File: src/rtl/axil_cmd_pkg.sv
package axil_cmd_pkg;
  typedef enum logic [1:0] {
    WR_IDLE = 2'd0,
    WR_XFER = 2'd1,
    WR_RESP = 2'd2,
    WR_ACK  = 2'd3
  } wr_state_e;

  typedef enum logic [1:0] {
    RD_IDLE = 2'd0,
    RD_ADDR = 2'd1,
    RD_WAIT = 2'd2,
    RD_ACK  = 2'd3
  } rd_state_e;

  localparam logic [1:0] RESP_OKAY = 2'b00;
  localparam int         PROT_W    = 3;
endpackage

File: src/rtl/axil_rst_sync.sv
module axil_rst_sync #(
  parameter int STAGES = 2
) (
  input  logic clk,
  input  logic arst_n,
  output logic srst_n
);
  logic [STAGES-1:0] sync_q;

  // asynchronous assertion, release after STAGES clock edges
  always_ff @(posedge clk or negedge arst_n) begin
    if (!arst_n) sync_q <= '0;
    else         sync_q <= {sync_q[STAGES-2:0], 1'b1};
  end

  assign srst_n = sync_q[STAGES-1];
endmodule

File: src/rtl/axil_wr_engine.sv
module axil_wr_engine
  import axil_cmd_pkg::*;
#(
  parameter int ADDR_W = 32,
  parameter int DATA_W = 32
) (
  input  logic              clk,
  input  logic              rst_n,
  input  logic              cmd_start,
  input  logic [ADDR_W-1:0] cmd_addr,
  input  logic [DATA_W-1:0] cmd_data,
  output logic              cmd_done,
  output logic              cmd_err,
  output logic              awvalid,
  input  logic              awready,
  output logic [ADDR_W-1:0] awaddr,
  output logic              wvalid,
  input  logic              wready,
  output logic [DATA_W-1:0] wdata,
  input  logic              bvalid,
  output logic              bready,
  input  logic [1:0]        bresp
);
  wr_state_e         st_q, st_d;
  logic              awv_q, awv_d;
  logic              wv_q, wv_d;
  logic              brdy_q, brdy_d;
  logic              load_en;
  logic [ADDR_W-1:0] addr_q;
  logic [DATA_W-1:0] data_q;
  logic              resp_hs;

  // next-state logic
  always_comb begin
    st_d    = st_q;
    awv_d   = awv_q;
    wv_d    = wv_q;
    brdy_d  = brdy_q;
    load_en = 1'b0;
    case (st_q)
      WR_IDLE: begin
        if (cmd_start) begin
          load_en = 1'b1;
          awv_d   = 1'b1;
          wv_d    = 1'b1;
          st_d    = WR_XFER;
        end
      end
      WR_XFER: begin
        if (awv_q && awready) awv_d = 1'b0;
        if (wv_q && wready)   wv_d  = 1'b0;
        if (!awv_d && !wv_d)  st_d  = WR_RESP;
      end
      WR_RESP: begin
        if (bvalid) begin
          brdy_d = 1'b1;
          st_d   = WR_ACK;
        end
      end
      WR_ACK: begin
        if (bvalid) begin
          brdy_d = 1'b0;
          st_d   = WR_IDLE;
        end
      end
      default: st_d = WR_IDLE;
    endcase
  end

  // control registers
  always_ff @(posedge clk or negedge rst_n) begin
    if (!rst_n) begin
      st_q   <= WR_IDLE;
      awv_q  <= 1'b0;
      wv_q   <= 1'b0;
      brdy_q <= 1'b0;
    end else begin
      st_q   <= st_d;
      awv_q  <= awv_d;
      wv_q   <= wv_d;
      brdy_q <= brdy_d;
    end
  end

  // payload registers, loaded only on command acceptance
  always_ff @(posedge clk) begin
    if (load_en) begin
      addr_q <= cmd_addr;
      data_q <= cmd_data;
    end
  end

  assign resp_hs  = brdy_q & bvalid;
  assign cmd_done = resp_hs;
  assign cmd_err  = resp_hs & (bresp != RESP_OKAY);
  assign awvalid  = awv_q;
  assign wvalid   = wv_q;
  assign bready   = brdy_q;
  assign awaddr   = addr_q;
  assign wdata    = data_q;

  assert_launch_R2: assert property (@(posedge clk) disable iff (!rst_n)
    (st_q == WR_IDLE && cmd_start) |=>
      (awvalid && wvalid && awaddr == $past(cmd_addr) && wdata == $past(cmd_data)));

  assert_aw_hold_R3: assert property (@(posedge clk) disable iff (!rst_n)
    (awvalid && !awready) |=> (awvalid && $stable(awaddr)));

  assert_aw_drop_R3: assert property (@(posedge clk) disable iff (!rst_n)
    (awvalid && awready) |=> !awvalid);

  assert_w_hold_R3: assert property (@(posedge clk) disable iff (!rst_n)
    (wvalid && !wready) |=> (wvalid && $stable(wdata)));

  assert_w_drop_R3: assert property (@(posedge clk) disable iff (!rst_n)
    (wvalid && wready) |=> !wvalid);

  assert_quiet_in_resp_R3: assert property (@(posedge clk) disable iff (!rst_n)
    bready |-> (!awvalid && !wvalid));

  assert_bready_rise_R4: assert property (@(posedge clk) disable iff (!rst_n)
    $rose(bready) |-> $past(bvalid));

  assert_bready_pulse_R4: assert property (@(posedge clk) disable iff (!rst_n)
    (bready && bvalid) |=> !bready);
endmodule

File: src/rtl/axil_rd_engine.sv
module axil_rd_engine
  import axil_cmd_pkg::*;
#(
  parameter int ADDR_W = 32,
  parameter int DATA_W = 32
) (
  input  logic              clk,
  input  logic              rst_n,
  input  logic              cmd_start,
  input  logic [ADDR_W-1:0] cmd_addr,
  output logic [DATA_W-1:0] cmd_rdata,
  output logic              cmd_valid,
  output logic              cmd_err,
  output logic              arvalid,
  input  logic              arready,
  output logic [ADDR_W-1:0] araddr,
  input  logic              rvalid,
  output logic              rready,
  input  logic [DATA_W-1:0] rdata,
  input  logic [1:0]        rresp
);
  rd_state_e         st_q, st_d;
  logic              arv_q, arv_d;
  logic              rrdy_q, rrdy_d;
  logic              load_en;
  logic [ADDR_W-1:0] addr_q;
  logic [DATA_W-1:0] hold_q;
  logic              data_hs;

  // next-state logic
  always_comb begin
    st_d    = st_q;
    arv_d   = arv_q;
    rrdy_d  = rrdy_q;
    load_en = 1'b0;
    case (st_q)
      RD_IDLE: begin
        if (cmd_start) begin
          load_en = 1'b1;
          arv_d   = 1'b1;
          st_d    = RD_ADDR;
        end
      end
      RD_ADDR: begin
        if (arready) begin
          arv_d = 1'b0;
          st_d  = RD_WAIT;
        end
      end
      RD_WAIT: begin
        if (rvalid) begin
          rrdy_d = 1'b1;
          st_d   = RD_ACK;
        end
      end
      RD_ACK: begin
        if (rvalid) begin
          rrdy_d = 1'b0;
          st_d   = RD_IDLE;
        end
      end
      default: st_d = RD_IDLE;
    endcase
  end

  always_ff @(posedge clk or negedge rst_n) begin
    if (!rst_n) begin
      st_q   <= RD_IDLE;
      arv_q  <= 1'b0;
      rrdy_q <= 1'b0;
    end else begin
      st_q   <= st_d;
      arv_q  <= arv_d;
      rrdy_q <= rrdy_d;
    end
  end

  always_ff @(posedge clk) begin
    if (load_en) addr_q <= cmd_addr;
  end

  // result register with explicit enable, cleared by reset
  always_ff @(posedge clk or negedge rst_n) begin
    if (!rst_n)       hold_q <= '0;
    else if (data_hs) hold_q <= rdata;
  end

  assign data_hs   = rrdy_q & rvalid;
  assign cmd_valid = data_hs;
  assign cmd_err   = data_hs & (rresp != RESP_OKAY);
  assign cmd_rdata = data_hs ? rdata : hold_q;
  assign arvalid   = arv_q;
  assign araddr    = addr_q;
  assign rready    = rrdy_q;

  assert_ar_launch_R6: assert property (@(posedge clk) disable iff (!rst_n)
    (st_q == RD_IDLE && cmd_start) |=> (arvalid && araddr == $past(cmd_addr)));

  assert_ar_hold_R6: assert property (@(posedge clk) disable iff (!rst_n)
    (arvalid && !arready) |=> (arvalid && $stable(araddr)));

  assert_ar_drop_R6: assert property (@(posedge clk) disable iff (!rst_n)
    (arvalid && arready) |=> !arvalid);

  assert_rready_rise_R7: assert property (@(posedge clk) disable iff (!rst_n)
    $rose(rready) |-> $past(rvalid));

  assert_rready_pulse_R7: assert property (@(posedge clk) disable iff (!rst_n)
    (rready && rvalid) |=> !rready);

  assert_no_ar_with_rready_R7: assert property (@(posedge clk) disable iff (!rst_n)
    rready |-> !arvalid);

  assert_result_kept_R8: assert property (@(posedge clk) disable iff (!rst_n)
    (!cmd_valid && !$past(cmd_valid)) |-> $stable(cmd_rdata));
endmodule

File: src/rtl/axil_cmd_master.sv
module axil_cmd_master
  import axil_cmd_pkg::*;
#(
  parameter int ADDR_W      = 32,
  parameter int DATA_W      = 32,
  parameter int SYNC_STAGES = 2
) (
  input  logic                clk,
  input  logic                rst_n,
  input  logic                wr_start,
  input  logic [ADDR_W-1:0]   wr_addr,
  input  logic [DATA_W-1:0]   wr_wdata,
  output logic                wr_done,
  output logic                wr_err,
  input  logic                rd_start,
  input  logic [ADDR_W-1:0]   rd_addr,
  output logic [DATA_W-1:0]   rd_rdata,
  output logic                rd_valid,
  output logic                rd_done,
  output logic                rd_err,
  output logic                m_awvalid,
  input  logic                m_awready,
  output logic [ADDR_W-1:0]   m_awaddr,
  output logic [PROT_W-1:0]   m_awprot,
  output logic                m_wvalid,
  input  logic                m_wready,
  output logic [DATA_W-1:0]   m_wdata,
  output logic [DATA_W/8-1:0] m_wstrb,
  input  logic                m_bvalid,
  output logic                m_bready,
  input  logic [1:0]          m_bresp,
  output logic                m_arvalid,
  input  logic                m_arready,
  output logic [ADDR_W-1:0]   m_araddr,
  output logic [PROT_W-1:0]   m_arprot,
  input  logic                m_rvalid,
  output logic                m_rready,
  input  logic [DATA_W-1:0]   m_rdata,
  input  logic [1:0]          m_rresp
);
  localparam int STRB_W = DATA_W / 8;

  logic core_rst_n;
  logic rd_hs;

  axil_rst_sync #(.STAGES(SYNC_STAGES)) u_rst_sync (
    .clk    (clk),
    .arst_n (rst_n),
    .srst_n (core_rst_n)
  );

  axil_wr_engine #(.ADDR_W(ADDR_W), .DATA_W(DATA_W)) u_wr (
    .clk       (clk),
    .rst_n     (core_rst_n),
    .cmd_start (wr_start),
    .cmd_addr  (wr_addr),
    .cmd_data  (wr_wdata),
    .cmd_done  (wr_done),
    .cmd_err   (wr_err),
    .awvalid   (m_awvalid),
    .awready   (m_awready),
    .awaddr    (m_awaddr),
    .wvalid    (m_wvalid),
    .wready    (m_wready),
    .wdata     (m_wdata),
    .bvalid    (m_bvalid),
    .bready    (m_bready),
    .bresp     (m_bresp)
  );

  axil_rd_engine #(.ADDR_W(ADDR_W), .DATA_W(DATA_W)) u_rd (
    .clk       (clk),
    .rst_n     (core_rst_n),
    .cmd_start (rd_start),
    .cmd_addr  (rd_addr),
    .cmd_rdata (rd_rdata),
    .cmd_valid (rd_hs),
    .cmd_err   (rd_err),
    .arvalid   (m_arvalid),
    .arready   (m_arready),
    .araddr    (m_araddr),
    .rvalid    (m_rvalid),
    .rready    (m_rready),
    .rdata     (m_rdata),
    .rresp     (m_rresp)
  );

  assign rd_valid = rd_hs;
  assign rd_done  = rd_hs;
  assign m_wstrb  = {STRB_W{1'b1}};
  assign m_awprot = '0;
  assign m_arprot = '0;
endmodule

File: config.mk
export PLATFORM = sky130hd
export DESIGN_NAME = axil_cmd_master
export DESIGN_NICKNAME = d
export VERILOG_FILES = /design/src/rtl/axil_cmd_pkg.sv /design/src/rtl/axil_rst_sync.sv /design/src/rtl/axil_wr_engine.sv /design/src/rtl/axil_rd_engine.sv /design/src/rtl/axil_cmd_master.sv
export SDC_FILE = /design/constraint.sdc
export NUM_CORES = 1
export LEC_CHECK = 0
export ABC_AREA = 1
export BUFFER_PORTS_ARGS = -buffer_cell sky130_fd_sc_hd__buf_4
export CORE_AREA = 2 2 128 118
export DETAILED_ROUTE_END_ITERATION = 16
export DIE_AREA = 0 0 130 120
export GPL_TIMING_DRIVEN = 0
export PLACE_DENSITY = 0.69
export SETUP_SLACK_MARGIN = 0.5
export SLEW_MARGIN = 20
export SYNTH_ARGS = -nofsm -noshare
export SYNTH_HDL_FRONTEND = slang
export SYNTH_SLANG_ARGS = --single-unit
export TNS_END_PERCENT = 30
File: constraint.sdc
create_clock -name clk -period 2.54 [get_ports clk]
set_clock_uncertainty 0.15 [all_clocks]
set_input_delay 0 -clock clk [delete_from_list [all_inputs] [get_ports clk]]
set_output_delay 0 -clock clk [all_outputs]
set_load 0.005 [all_outputs]
==> reports/metrics.cfg, run 1 <==
[placed_design]
io_buffers = 278
place_hpwl_um = 9510
placed_cell_area_um2 = 7340
dp.cells = 819
gp_congestion = 0.754

[floorplan]
start_util = 0.342
die-area_um2 = 15600
die_height_um = 120
rows = 42
io_pins = 289
fp.dieW_um = 130
core_region_area_um2 = 14300

[min_path]
hold_path_class = flop to async pin

[final_layout]
final_net_count = 934
design_area_um2 = 9400
layout.cells.non_filler = 995
antenna_cells = 0
drive_gt1_frac = 0.444
area_growth_pct = 91.8
fillers = 990

[clocking]
cts_tree = done
path_clk_slew_ps = 60
cts.htree.levels = 4
clock_latency_ps = 410
clockBufferDepth = 2
cts_buffers = 17
cts_root_buf = clkbuf_16
cts_num_sinks = 139

[timing]
period_needed_ps = 1910
rsz0062_at_grt = false
max_freq_ghz = 0.523
final.period_utilization = 0.753
finalMaxSlewViolations = 0
setup_viol = 0
hold_viol = 0

[synthesis]
yosysTopAreaCellShare = 0.588
synth_top_family_by_area = simple AND/OR/NAND/NOR gates
seq_area_frac_synth = 0.808
synthTopCellsByArea = edfxtp_1 (59%), dfrtp_1 (22%), nand2_1 (8.6%)
synth_seq_cells = 139
synth-simple-area-share = 0.112
synth_top_area_cell = edfxtp_1
ys_top_cells_by_count = nand2_1 (112), edfxtp_1 (96), dfrtp_1 (43)
syn-instance-count = 332
avgSynthCellArea_um2 = 14.8
yosysUniqueCellTypes = 22
ys.flop_type = edfxtp_1
synth-edff-count = 96
synth_compound_area_frac = 0.0125
synth.most_common_cell = nand2_1
yosysWarnings = 0
ys_async_sr_fraction = 0.309
synth-xor-area-share = 0
synthesis.area_um2 = 4900
yosys.area_share.adder = 0.0230
synth_mux_area_frac = 0

[routing]
wire_per_inst_um = 15.5
drc = 0
routed_wirelength_um = 15400
num_vias = 4246
drt_iter0_drc = 247
drt-vias-per-instance = 4.27
drtPass1Iterations = 4
ant_nets = 0

[global_route]
grt-ovfl-total = 0
grt_pass1_wl_um = 23100
grtUsageTotal = 0.197
grt_start_max_net_pins = 39
antenna_found_initial = 0
grt_pass1_vias = 4576

[critical_path]
worstPathRequired_ps = 2530
crit_path_top_delay_cell = dfrtp_1
critPathMaxFanout = 38
path_cells = inv_2, ha_4, nand2_4, clkinvlp_4, buf_12
critPathBufInv = 3
max_stage_delay_ps = 420
critPathLaunchType = flop
arrival_ps = 1910
cp-end-kind = flop
r2r_start = u_wr.st_q[0]
path_delay_family = buffers and inverters
crit_start = u_wr.st_q[0]
rrSetupSlack_ps = 630
criticalPathCategory = flop to flop

[power]
internal_power_uw = 6160
power.switching_uw = 2450
power_frac_clock = 0.300
swShare = 0.285
peakVddDrop_mv = 0.477
p_per_area_nw_per_um2 = 915
comb_power_share = 0.310
p_seq_frac = 0.391
power.leakage_uw = 0.00436

[flow_run]
max_cap_viol_count = 0

[status]
outcome = finished clean

[logic make-up after synthesis]
group | after synthesis
flip-flops | 139
AND/OR/NAND/NOR | 136
buffers and inverters | 36
AO/OA/AOI/OAI | 10
adder cells (fa/ha/maj) | 9
other | 2
[metal layers]
layer,routed length [µm],GRT usage,vias up
met5,0,0,-
met4,335,0.0733,0
met3,961,0.0571,28
met2,8600,0.370,189
met1,5540,0.204,2030
li1,-,-,1999
[what timing repair did]
item	4_1_cts	5_1_grt
resized for setup	2	2
cloned	2	0
hold buffers	142	0
setup buffers	0	0
setup endpoints to repair	70	15
hold endpoints to repair	139	0
[worst paths after layout]
| kind | end | cells past startpoint |
|---|---|---|
| setup / recovery | u_wr.awaddr[30] | 5 |
| hold / removal | u_rd.rready | 0 |
| setup reg to reg | u_wr.awaddr[30] | 5 |
| hold reg to reg | u_rd.rready | 0 |
| max in group asynchronous | u_rd.st_q[1] | 1 |
| min in group clk | wr_err | 4 |
[cells in the final DEF, fill, tap and decap left out, types with 4 or more instances in the layout]
master	instances
nor2_1	7
dlygate4sd3_1	142
clkinvlp_4	6
conb_1	11
inv_1	13
clkbuf_16	17
nand2_1	110
edfxtp_1	96
nand2_2	11
ha_1	8
nand3_1	4
dfrtp_1	42
buf_4	289
[through the flow]
step                      worst slack (ps)  power [µW]  hold slack, ps  setup TNS, ps   util
after floorplan                        403        4370            -446              0      -
after global placement               -19.5        5660            -367           -776  0.508
after detailed placement               316        5780            -364              0  0.511
after CTS                              559        8640            41.2              0  0.655
after global routing                   516        9060            60.7              0  0.656
final                                  627        8610            27.2              0  0.656
[power by group through the flow]
stage | Sequential, µW | Clock, µW | Combinational [µW]
floorplan | 3400 | 0 | 966
global placement | 3390 | 0 | 2270
detailed placement | 3400 | 0 | 2380
CTS | 3360 | 2630 | 2660
global route | 3420 | 2720 | 2920
finish | 3360 | 2580 | 2670
[cell type report]
cell class / count / area (µm²) / area share
repair buffers: 422 / 3550 / 0.377
inverters: 19 / 81.3 / 0.00865
well taps: 198 / 248 / 0.0263
plain buffers: 17 / 140 / 0.0149
clock inverters: 12 / 159 / 0.0169
flip-flops and latches: 139 / 3960 / 0.421
repair inverters: 2 / 15.0 / 0.00160
multi-input cells: 166 / 786 / 0.0836
clock buffers: 20 / 467 / 0.0496
[sequential cells by signal (all words and copies together) (netlist names), 2 cells and up]
register,cells
u_rd.araddr,32
u_rd.hold_q,32
u_wr.awaddr,32
u_wr.wdata,32
u_rd.st_q,2
u_rst_sync.sync_q,2
u_wr.st_q,2
No activity file was read; power rests on OpenSTA's default activity.
==> run 2, diff against run 1 <==
==> constraint.sdc (replaced) <==
create_clock -name clk -period 2 [get_ports clk]
set_clock_uncertainty 0.15 [all_clocks]
set_input_delay 0 -clock clk [delete_from_list [all_inputs] [get_ports clk]]
set_output_delay 0 -clock clk [all_outputs]
set_load 0.005 [all_outputs]
==> run 2 against run 1 <==
Sequential share of layout area down 1.5 points; register-to-register slack worse by 210 ps; count of clock-buffer cells in the layout unchanged; critical path depth up 1; combinational power up 49%; critical endpoint is now rd_rdata[15].
==> reports/metrics.cfg, run 2 (synthesis results as in run 1) <==
[status]
outcome = finished clean

[global_route]
grt_start_max_net_pins = 30  ; -23%
grtUsageTotal = 0.203  ; +0.00624
antenna_found_initial = 1  ; +1
grt-ovfl-total = 0  ; unchanged
grt_pass1_vias = 4637  ; +1.3%
grt_pass1_wl_um = 23600  ; +2.4%

[routing]
routed_wirelength_um = 16400  ; +6.0%
wl_met2_um = 9210  ; +7.1%
drt-vias-per-instance = 4.30  ; +0.85%
wl_met3_um = 980  ; +2.0%
top_layer_used = met4
drt_iter0_drc = 221  ; -11%
ant_nets = 0  ; unchanged
drtPass1Iterations = 4  ; unchanged
wire_per_inst_um = 16.1  ; +3.9%
num_vias = 4368  ; +2.9%
drc = 0  ; unchanged
met1Wirelength_um = 5850  ; +5.6%

[power]
internal_power_uw = 8210  ; +33%
peakVddDrop_mv = 0.608  ; +28%
comb_power_share = 0.345  ; +0.035
p_per_area_nw_per_um2 = 1180  ; +29%
finalPower_uw = 11500  ; +34%
power.leakage_uw = 0.00451  ; +3.4%
p_seq_frac = 0.370  ; -0.021
power.switching_uw = 3330  ; +36%
swShare = 0.289  ; +0.00424
power_frac_clock = 0.285  ; -0.015

[clocking]
clockBufferDepth = 2  ; unchanged
cts.htree.levels = 4  ; unchanged
path_clk_slew_ps = 60  ; about the same
clock_latency_ps = 410  ; about the same
cts_tree = done
cts_buffers = 17  ; unchanged
cts_root_buf = clkbuf_16
cts_num_sinks = 139  ; unchanged

[final_layout]
final_net_count = 953  ; +2.0%
layout_commonest_cell = buf_4
area_growth_pct = 98.9
drive_gt1_frac = 0.498  ; +0.0534
layout_common_cells = buf_4 (307), dlygate4sd3_1 (137), edfxtp_1 (96)

[timing]
tns_ps = 0  ; unchanged
finalMaxSlewViolations = 0  ; unchanged
setup_viol = 0  ; unchanged
period_needed_ps = 1620
final.period_utilization = 0.808
max_freq_ghz = 0.619
rsz0062_at_grt = true
hold_viol = 0  ; unchanged
setup_ws_ps = 383  ; -244 ps

[critical_path]
crit_path_frequent_cell = nand2_2
arrival_ps = 1470  ; -440 ps
critPathMaxFanout = 10  ; -74%
path_delay_family = flip-flops
cp-end-kind = output port
worstPathRequired_ps = 1850  ; -680 ps
critPathBufInv = 3  ; unchanged
critPathLaunchType = flop
criticalPathCategory = flop to output port
path_cells = nand2_4, inv_6, buf_12, nand2_2, nand2_2, buf_4
max_stage_delay_ps = 410  ; about the same
crit_path_top_delay_cell = dfrtp_1

[placed_design]
gp_congestion = 0.754  ; unchanged
preCtsSetupSlack_ps = -224  ; -540 ps
place_hpwl_um = 9510  ; unchanged
io_buffers = 278  ; unchanged

[flow_run]
max_cap_viol_count = 0  ; unchanged

[floorplan]
io_pins = 289  ; unchanged
die_height_um = 120  ; unchanged
fp.dieW_um = 130  ; unchanged
core_region_area_um2 = 14300  ; unchanged
die-area_um2 = 15600  ; unchanged
start_util = 0.342  ; unchanged
rows = 42  ; unchanged

[min_path]
hold_path_class = flop to async pin

[run 2: through the flow]
step                      hold WS, ps  area (µm²)  std cells  utilization
after global placement           -367        7290        817        0.508
after floorplan                  -446        4960        341            -
final                            26.4        9750       1015        0.680
after global routing             61.7        9750       1015        0.680
after detailed placement         -364        7340        819        0.511
after CTS                        41.2        9600       1009        0.669
[run 2: worst paths after layout]
kind | depth (start not counted) | end | slack (ps) | start
hold / removal | 0 | u_rd.arvalid | 30 | u_rst_sync.sync_q[1]
min in group clk | 4 | wr_err | 140 | m_bresp[0]
setup / recovery | 6 | rd_rdata[15] | 380 | u_rd.rready
max in group asynchronous | 1 | u_rd.hold_q[9] | 1200 | u_rst_sync.sync_q[1]
hold reg to reg | 0 | u_rd.arvalid | 30 | u_rst_sync.sync_q[1]
setup reg to reg | 6 | u_wr.awaddr[29] | 420 | u_wr.st_q[0]
[run 2: final cells by class]
class                   count  area, µm²
diodes                      1       2.50
plain buffers              17        169
clock buffers              20        467
clock inverters            12        159
fillers                   947       4590
inverters                  19       83.8
multi-input cells         166        881
flip-flops and latches    139       3960
well taps                 198        248
repair buffers            441       3770
repair inverters            2       15.0
[run 2: timing repair]
item,in CTS,in global routing
buffers inserted,17,5
pin swaps,2,4
endpoints found under the setup margin,132,136
cloned,4,0
resized for setup,19,31
hold buffers,137,0
endpoints found under the hold margin,171,0
[run 2: power groups by stage]
stage	sequential, µW	clock, µW	combinational (µW)
2_1_floorplan	4320	0	1230
3_3_place_gp	4310	0	2880
3_5_place_dp	4320	0	3020
4_1_cts	4240	3340	3720
5_1_grt	4330	3470	4300
6_report	4270	3290	3980
[run 2: worst reg2reg max path, stage by stage (launching register included)]
cell,delay (ps)
dfrtp_1,400
inv_2,100
ha_4,150
nand2_4,80
clkinvlp_4,90
buf_12,140
buf_16,180
[run 2: layer usage]
layer | vias to the layer above | track usage
li1 | 2028 | -
met1 | 2120 | 0.205
met2 | 192 | 0.387
met3 | 28 | 0.0588
met4 | 0 | 0.0780
met5 | - | 0
==> run 3, diff against run 2 <==
--- a/config.mk
+++ b/config.mk
@@ -5,13 +5,13 @@
 export SDC_FILE = /design/constraint.sdc
 export NUM_CORES = 1
 export LEC_CHECK = 0
-export ABC_AREA = 1
+export ABC_AREA = 0
 export BUFFER_PORTS_ARGS = -buffer_cell sky130_fd_sc_hd__buf_4
-export CORE_AREA = 2 2 128 118
+export CORE_AREA = 2 2 127 117
 export DETAILED_ROUTE_END_ITERATION = 16
-export DIE_AREA = 0 0 130 120
+export DIE_AREA = 0 0 129 119
 export GPL_TIMING_DRIVEN = 0
-export PLACE_DENSITY = 0.69
+export PLACE_DENSITY = 0.71
 export SETUP_SLACK_MARGIN = 0.5
 export SLEW_MARGIN = 20
 export SYNTH_ARGS = -nofsm -noshare
==> constraint.sdc (replaced) <==
create_clock -name clk -period 1.4 [get_ports clk]
set_clock_uncertainty 0.15 [all_clocks]
set_input_delay 0 -clock clk [delete_from_list [all_inputs] [get_ports clk]]
set_output_delay 0 -clock clk [all_outputs]
set_load 0.005 [all_outputs]
==> run 3 against run 2 <==
The run now ends with hold timing, setup timing left; sequential power increased by 44%; sequential share of layout area increased by 0.97 points; utilization decreased by 1.0 points.
==> reports/metrics.cfg, run 3 <==
[power]
power.leakage_uw = 0.00418  ; -7.5%
p_seq_frac = 0.381  ; +0.011
peakVddDrop_mv = 0.898  ; +48%
power_frac_clock = 0.281  ; -0.004
swShare = 0.270  ; -0.0185
p_per_area_nw_per_um2 = 1700  ; +43%
power.switching_uw = 4370  ; +31%
finalPower_uw = 16200  ; +40%
comb_power_share = 0.337  ; -0.008
internal_power_uw = 11800  ; +44%

[final_layout]
antenna_cells = 0  ; -1
layout_commonest_cell = buf_4
drive_gt1_frac = 0.579  ; +0.0812
layout_common_cells = buf_4 (195), buf_6 (103), dlygate4sd3_1 (103)
fin_util = 0.670  ; -0.0101
layout.cells.non_filler = 884  ; -13%
final_net_count = 823  ; -14%
area_growth_pct = 98.7  ; about the same

[status]
outcome = finished with violations
violations = hold timing, setup timing

[synthesis]
synth-edff-count = 96  ; unchanged
ys.flop_type = edfxtp_1
synthesis.area_um2 = 4800  ; -2.1%
ys_top_cells_by_count = edfxtp_1 (96), dfrtp_1 (43), mux2_2 (33)
yosysUniqueCellTypes = 26  ; +18%
yosysWarnings = 0  ; unchanged
synthTopCellsByArea = edfxtp_1 (60%), dfrtp_1 (22%), mux2_2 (7.7%)
syn-instance-count = 242  ; -27%
synth.most_common_cell = edfxtp_1
avgSynthCellArea_um2 = 19.8  ; +34%
synth_top_area_cell = edfxtp_1
seq_area_frac_synth = 0.825  ; +0.0175
yosysTopAreaCellShare = 0.601  ; +0.0127
synth_seq_cells = 139  ; unchanged
ys_async_sr_fraction = 0.309  ; unchanged

[clocking]
cts_buffers = 17  ; unchanged
cts_tree = done
cts_num_sinks = 139  ; unchanged
clockBufferDepth = 2  ; unchanged
clock_latency_ps = 410  ; about the same
cts_root_buf = clkbuf_16
path_clk_slew_ps = 60  ; about the same
cts.htree.levels = 4  ; unchanged

[floorplan]
die-area_um2 = 15400  ; -1.6%
start_util = 0.337  ; -0.00477
io_pins = 289  ; unchanged
fp.dieW_um = 129  ; -0.77%
rows = 42  ; unchanged
core_region_area_um2 = 14200  ; -0.73%
die_height_um = 119  ; -0.83%

[global_route]
grt_start_max_net_pins = 34  ; +13%
grt_pass1_vias = 4089  ; -12%
grtUsageTotal = 0.193  ; -0.00969
antenna_found_initial = 0  ; -1
grt-ovfl-total = 0  ; unchanged
grt_pass1_wl_um = 22100  ; -6.2%

[placed_design]
place_hpwl_um = 9120  ; -4.1%
preCtsSetupSlack_ps = -540  ; -316 ps
dp.cells = 728  ; -11%
io_buffers = 278  ; unchanged
gp_congestion = 0.822  ; +9.1%

[min_path]
hold_path_class = primary input to flop

[routing]
drt_iter0_drc = 213  ; -3.6%
routed_wirelength_um = 16500  ; +0.74%
drt-vias-per-instance = 4.39  ; +1.9%
drc = 0  ; unchanged
drtPass1Iterations = 4  ; unchanged
wire_per_inst_um = 18.7  ; +16%
ant_nets = 0  ; unchanged
num_vias = 3877  ; -11%

[flow_run]
max_cap_viol_count = 0  ; unchanged

[timing]
fin_hold_ws_ps = -307  ; -333 ps
tns_ps = -20960  ; -20960 ps
setup_ws_ps = -349  ; -732 ps
finalMaxSlewViolations = 0  ; unchanged
max_freq_ghz = 0.572
rsz0062_at_grt = true
hold_viol = 107  ; +107
period_needed_ps = 1750
final.period_utilization = 1.25
setup_viol = 124  ; +124

[critical_path]
critPathMaxFanout = 10  ; unchanged
max_stage_delay_ps = 410  ; about the same
criticalPathCategory = flop to output port
cp-end-kind = output port
critPathLaunchType = flop
path_cells = nand2_4, buf_8, mux2_2, buf_4
arrival_ps = 1600  ; +130 ps
worstPathRequired_ps = 1250  ; -600 ps
crit_path_top_delay_cell = dfrtp_1

## run 3: cell count changes after synthesis, sizes merged, moves of 2 or more
cell,previous run,this run
and2,0,3
nand2,122,5
mux2,0,34
inv,19,9
nand3,4,0
buf,17,14
a21o,2,0
or2,2,0
nor2,8,6
nand2b,0,2
a21oi,2,4
a22o,0,2
## run 3: worst paths after layout
| check | start | to | slack (ps) | depth (start not counted) |
|---|---|---|---|---|
| max | u_rd.rready | rd_rdata[4] | -350 | 4 |
| max reg2reg | u_wr.st_q[1] | u_wr.st_q[1] | -260 | 5 |
| max in group asynchronous | u_rst_sync.sync_q[1] | u_rd.st_q[0] | 610 | 1 |
| min in group asynchronous | u_rst_sync.sync_q[1] | u_wr.st_q[0] | 60 | 0 |
| min reg2reg | u_rst_sync.sync_q[1] | u_wr.st_q[0] | 60 | 0 |
| min | m_rdata[15] | u_rd.hold_q[15] | -310 | 2 |
## run 3: critical path: cells and delay by family (launching register included)
| family | cells | cell delay, ps |
|---|---|---|
| flops | 1 | 410 |
| simple gates | 1 | 120 |
| mux | 1 | 360 |
| buf+inv | 2 | 300 |
## run 3: stage by stage
step | hold slack [ps] | cell area (µm²)
floorplan | -446 | 4850
global placement | -367 | 7180
detailed placement | -366 | 7210
CTS | -366 | 9290
global route | -321 | 9540
finish | -307 | 9540
## run 3: layout make-up
type                            instances  area [µm²]
Buffer                                 14         124
Sequential cell                       139        3970
Inverter                                9        36.3
Multi-Input combinational cell        100         945
Fill cell                             968        4700
Tap cell                              198         248
Clock inverter                         15         170
Clock buffer                           17         425
Timing Repair Buffer                  392        3620
## run 3: power by group through the flow
stage	clock (µW)	sequential, µW	combinational, µW
after detailed placement	0	6090	4050
after CTS	4620	6080	5040
after global routing	4810	6270	5860
final	4550	6170	5460
after floorplan	0	6060	1700
after global placement	0	6050	3900
## run 3: logic make-up after synthesis
group	count (synthesis)	synth area share
other	2	0.00157
muxes	35	0.0827
adders and majority gates	9	0.0235
buffers and inverters	23	0.0274
and+or+nand+nor	19	0.0196
AOI/OAI and AO/OA	15	0.0203
DFF	139	0.825
## run 3: repair_timing
action	4_1_cts	5_1_grt
pin swaps	7	5
buffers inserted	6	4
hold buffers	102	1
gates resized for setup	102	51
hold endpoints to repair	202	117
gates cloned	7	4
endpoints found under the setup margin	291	275
## run 3: per-layer routing
| layer | wire, µm | global-route usage | vias up |
|---|---|---|---|
| met4 | 260 | 0.0707 | 0 |
| met2 | 9130 | 0.355 | 179 |
| met3 | 1050 | 0.0508 | 19 |
| met1 | 6050 | 0.213 | 1930 |
| li1 | - | - | 1749 |
| met5 | 0 | 0 | - |
